--- config.mk ---
export PLATFORM = sky130hd
export DESIGN_NAME = umul_decoder
export DESIGN_NICKNAME = d
export VERILOG_FILES = /design/src/rtl/umul_pkg.sv /design/src/rtl/umul_match.sv /design/src/rtl/umul_size_sel.sv /design/src/rtl/umul_fault_chk.sv /design/src/rtl/umul_decoder.sv
export SDC_FILE = /design/constraint.sdc
export NUM_CORES = 1
export LEC_CHECK = 0
export BUFFER_PORTS_ARGS = -buffer_cell sky130_fd_sc_hd__buf_2
export CORE_AREA = 2 2 39 41
export DETAILED_ROUTE_END_ITERATION = 6
export DIE_AREA = 0 0 41 43
export GPL_ROUTABILITY_DRIVEN = 1
export PLACE_DENSITY = 0.65
export SYNTH_ARGS = -nofsm -noshare
export SYNTH_HDL_FRONTEND = slang
export SYNTH_SLANG_ARGS = --single-unit
--- constraint.sdc ---
create_clock -name clk -period 3.3 [get_ports clk]
set_clock_uncertainty 0.05 [all_clocks]
set_input_delay 0.99 -clock clk [delete_from_list [all_inputs] [get_ports clk]]
set_output_delay 0.99 -clock clk [all_outputs]
set_load 0.01 [all_outputs]
--- src/rtl/umul_pkg.sv ---
package umul_pkg;

  localparam int unsigned OPC_W = 8;
  localparam int unsigned SZ_W  = 2;

  typedef enum logic [SZ_W-1:0] {
    SZ_B8  = 2'd0,
    SZ_B16 = 2'd1,
    SZ_B32 = 2'd2,
    SZ_B64 = 2'd3
  } umul_size_e;

  // Width choice: byte form fixed, else REX.W beats override beats default.
  function automatic umul_size_e pick_size(input logic is_byte,
                                           input logic wide64,
                                           input logic ovr16);
    if (is_byte)      return SZ_B8;
    else if (wide64)  return SZ_B64;
    else if (ovr16)   return SZ_B16;
    else              return SZ_B32;
  endfunction

  function automatic logic [1:0] modrm_mod(input logic [7:0] m);
    return m[7:6];
  endfunction

  function automatic logic [2:0] modrm_reg(input logic [7:0] m);
    return m[5:3];
  endfunction

  function automatic logic [2:0] modrm_rm(input logic [7:0] m);
    return m[2:0];
  endfunction

endpackage

--- src/rtl/umul_match.sv ---
module umul_match #(
  parameter int unsigned          OPC_W    = 8,
  parameter logic [OPC_W-1:0]     OPC_BYTE = 8'hF6,
  parameter logic [OPC_W-1:0]     OPC_WIDE = 8'hF7,
  parameter logic [2:0]           GRP_SEL  = 3'd4
) (
  input  logic [OPC_W-1:0] opcode,
  input  logic [7:0]       modrm,
  output logic             hit,
  output logic             is_byte
);
  import umul_pkg::*;

  logic sel_ok;
  logic op_byte;
  logic op_wide;

  always_comb begin
    sel_ok  = (modrm_reg(modrm) == GRP_SEL);
    op_byte = (opcode == OPC_BYTE);
    op_wide = (opcode == OPC_WIDE);
    hit     = sel_ok && (op_byte || op_wide);
    is_byte = op_byte;
  end

endmodule

--- src/rtl/umul_size_sel.sv ---
module umul_size_sel
  import umul_pkg::*;
(
  input  logic       is_byte,
  input  logic       wide64,
  input  logic       ovr16,
  output umul_size_e size
);
  always_comb size = pick_size(is_byte, wide64, ovr16);
endmodule

--- src/rtl/umul_fault_chk.sv ---
module umul_fault_chk (
  input  logic hit,
  input  logic lock,
  input  logic rex,
  input  logic long_mode,
  output logic lock_bad,
  output logic rex_bad,
  output logic fault
);
  always_comb begin
    lock_bad = hit && lock;
    rex_bad  = hit && rex && !long_mode;
    fault    = lock_bad || rex_bad;
  end
endmodule

--- src/rtl/umul_decoder.sv ---
module umul_decoder
  import umul_pkg::*;
#(
  parameter int unsigned      OPC_W    = umul_pkg::OPC_W,
  parameter logic [OPC_W-1:0] OPC_BYTE = 8'hF6,
  parameter logic [OPC_W-1:0] OPC_WIDE = 8'hF7,
  parameter logic [2:0]       GRP_SEL  = 3'd4
) (
  input  logic             clk,
  input  logic             rst_n,
  input  logic             in_valid,
  input  logic             long_mode,
  input  logic             pfx_rex,
  input  logic             pfx_rexw,
  input  logic             pfx_opsz,
  input  logic             pfx_lock,
  input  logic [OPC_W-1:0] opcode,
  input  logic [7:0]       modrm,
  output logic             out_valid,
  output logic             out_fault,
  output logic [1:0]       out_size,
  output logic             out_src_mem,
  output logic [2:0]       out_src_rm
);

  localparam logic [1:0] MOD_REG = 2'b11;

  // Named internal events, used by the bound checker.
  logic       hit;
  logic       is_byte;
  logic       wide64;
  logic       lock_bad;
  logic       rex_bad;
  logic       dec_fault;
  logic       dec_ok;
  umul_size_e dec_size;

  assign wide64 = pfx_rex && pfx_rexw && long_mode;

  umul_match #(
    .OPC_W    (OPC_W),
    .OPC_BYTE (OPC_BYTE),
    .OPC_WIDE (OPC_WIDE),
    .GRP_SEL  (GRP_SEL)
  ) u_match (
    .opcode  (opcode),
    .modrm   (modrm),
    .hit     (hit),
    .is_byte (is_byte)
  );

  umul_size_sel u_size (
    .is_byte (is_byte),
    .wide64  (wide64),
    .ovr16   (pfx_opsz),
    .size    (dec_size)
  );

  umul_fault_chk u_fault (
    .hit       (hit),
    .lock      (pfx_lock),
    .rex       (pfx_rex),
    .long_mode (long_mode),
    .lock_bad  (lock_bad),
    .rex_bad   (rex_bad),
    .fault     (dec_fault)
  );

  assign dec_ok = hit && !dec_fault;

  always_ff @(posedge clk) begin
    if (!rst_n) begin
      out_valid   <= 1'b0;
      out_fault   <= 1'b0;
      out_size    <= SZ_B8;
      out_src_mem <= 1'b0;
      out_src_rm  <= 3'd0;
    end else if (in_valid) begin
      out_valid   <= dec_ok;
      out_fault   <= dec_fault;
      out_size    <= dec_size;
      out_src_mem <= (modrm_mod(modrm) != MOD_REG);
      out_src_rm  <= modrm_rm(modrm);
    end else begin
      out_valid   <= 1'b0;
      out_fault   <= 1'b0;
    end
  end

endmodule

==> reports/qor.yml <==
status: "complete, no violations"
post_cts_buffers: 0
die_w_um: 41
worstPathRequired_ns: 3.44
io_buffers: 31
ys_warn_count: 0
h-tree-depth: 1
p_leak_nw: 0.280
grt_pass1_vias: 301
initial_core_util_pct: 24.3
cts_tree: "yes"
endpoint_kind: "register"
hpwl_um: 636
grt_use_total_pct: 9.26
synth_edf_count: 0
drive_gt1_share_pct: 51.5
drtIter0Drc: 4
setup_ws_ns: 1.51
synth.avg_cell_area_sq_um: 10.2
r2r_end: "out_src_mem"
dpl.cell_count: 79
drc: 0
rows: 14
reg2regPathDepth: 2
synthToLayoutAreaGrowth_pct: 55.4
rrSetupSlack_ns: 2.64
place_congestion: 0.624
finalNonFillerCells: 82
cap_viol_max_count: 0
period_needed_ns: 1.79
vias: 361
die_y_um: 43
gr-total-overflow: 0
synth_cell_types: 19
ctsHoldBuffers: 0
cts_resized: 0
clock_latency_ns: 0.24
setup_viol: 0
max-vdd-ir-drop_mv: 0.163
maxSlewHeadroom_pct: 91.5
synth_ff_type: "dfxtp_1"
holdWs_ns: 0.426
cts_made_buffers: 3
whs_endpoint: "out_size[1]"
final_hold_viol_count: 0
via_per_inst: 4.40
place_ws_ns: 1.25
clk_transition_reported_paths_ns: 0.05
total_power_mw: 0.208
max_slew.worst_pin.slew_ns: 0.123
dr.pass1.iters: 4
cp.arrival_ns: 1.93
hold_path.class: "reg2reg"
powerDensity_nw_per_um2: 398
rsz0062_at_grt: "no"
min_path_cells: 1
clock_path_buffers: 2
syn-num-nets: 57
core_sq_um: 1380
finalWirelength_um: 755
layout_worst_path_cycle_share_pct: 54.2
fill_cells: 153
cts_root_buffer: "clkbuf_4"
nets: 92
die-area_sq_um: 1760
syn-cell-area_sq_um: 337
antenna_found_initial: 0
ys_ff_latch: 8
async_flop_share_pct: 0
seq_area_frac_synth_pct: 47.6
seq_area_sq_um: 160
cp-start-kind: "input port"
rr_startpoint: "out_src_mem"
fmax_ghz: 0.559
antenna_cells: 0
wl_per_cell_um: 9.21
multiInputGateArea_sq_um: 161
ant_nets: 0
critical_path_class: "in2reg"
drv_slew: 0
postSynthCellCount: 33
finalSetupTns_ns: 0
grt_pass1_wl_mm: 1.13
io_pins: 32
cts.sinks: 8
grt_max_degree: 9
critPathMaxFanout: 2
worstHoldStart: "out_size[1]"
==> area by class of cell <==
| class | count | area share, % |
|---|---|---|
| Sequential cell | 8 | 30.6 |
| Inverter | 1 | 0.718 |
| Timing Repair Buffer | 31 | 29.7 |
| Clock buffer | 3 | 4.31 |
| Tap cell | 16 | 3.83 |
| Multi-Input combinational cell | 23 | 30.9 |
==> synthesized netlist by cell type (all sizes together), types with 2 or more instances <==
cell   instances  area, sq um
a21oi          2         10.0
dfxtp          8          160
a22o           2         17.5
nor2b          4         25.0
mux2i          3         30.0
==> layout by cell type (no fill, tap or decap) <==
master / instances
mux2i_1: 3
or3_1: 1
nand3b_1: 1
o21ba_1: 1
nor2b_1: 4
dfxtp_1: 8
or4_1: 1
buf_2: 31
nand3_1: 1
a22o_1: 2
a21oi_1: 2
and2b_1: 1
o21ai_0: 1
inv_1: 1
nand4_1: 1
nor3_1: 1
nand4b_1: 1
a31oi_1: 1
nand2_1: 1
clkbuf_4: 3
==> cells by family (layout without fill, tap and decap cells) <==
family                 after synthesis  after routing  share of synthesized area (%)
and+or+nand+nor                     13             13                           24.5
DFF                                  8              8                           47.6
AOI/OAI and AO/OA                    7              7                           14.5
muxes                                3              3                           8.92
buffers and inverters                2             35                           4.46
==> worst max path at each step <==
stage | start | to | depth (start not counted)
global route | opcode[3] | out_fault | 4
floorplan | opcode[3] | out_fault | 3
CTS | opcode[3] | out_fault | 4
detailed placement | opcode[3] | out_fault | 4
finish | opcode[3] | out_fault | 4
global placement | opcode[3] | out_fault | 4
==> metrics by stage <==
step	cell area, sq um	util [%]
2_1_floorplan	337	-
3_3_place_gp	500	36.2
3_5_place_dp	500	36.2
4_1_cts	523	37.8
5_1_grt	523	37.8
6_report	523	37.8
==> power by group <==
group	switching, mW	total [mW]	leakage [nW]	internal, mW
registers	0.00219	0.104	0.0658	0.101
clock network	0.0303	0.0717	0.0138	0.0414
logic	0.0140	0.0329	0.201	0.0189
==> metal layers <==
metal	wire length (um)	vias up	share of wire [%]	track usage, %
met2	302	23	40	11.6
li1	-	188	-	-
met3	114	0	15	3.14
met4	0	0	0	4.00
met1	338	150	45	14.0
met5	0	-	0	0
==> registers in the layout (all words and copies together) (netlist names) <==
register and flops:
out_valid 1, out_fault 1, out_src_rm 3, out_src_mem 1, out_size 2
==> worst max-delay path, cell delays in order <==
cell	delay, ns
buf_2	0.09
nand3b_1	0.15
or4_1	0.48
o21ba_1	0.22
Note: power is estimated with default switching activity, not from simulation.
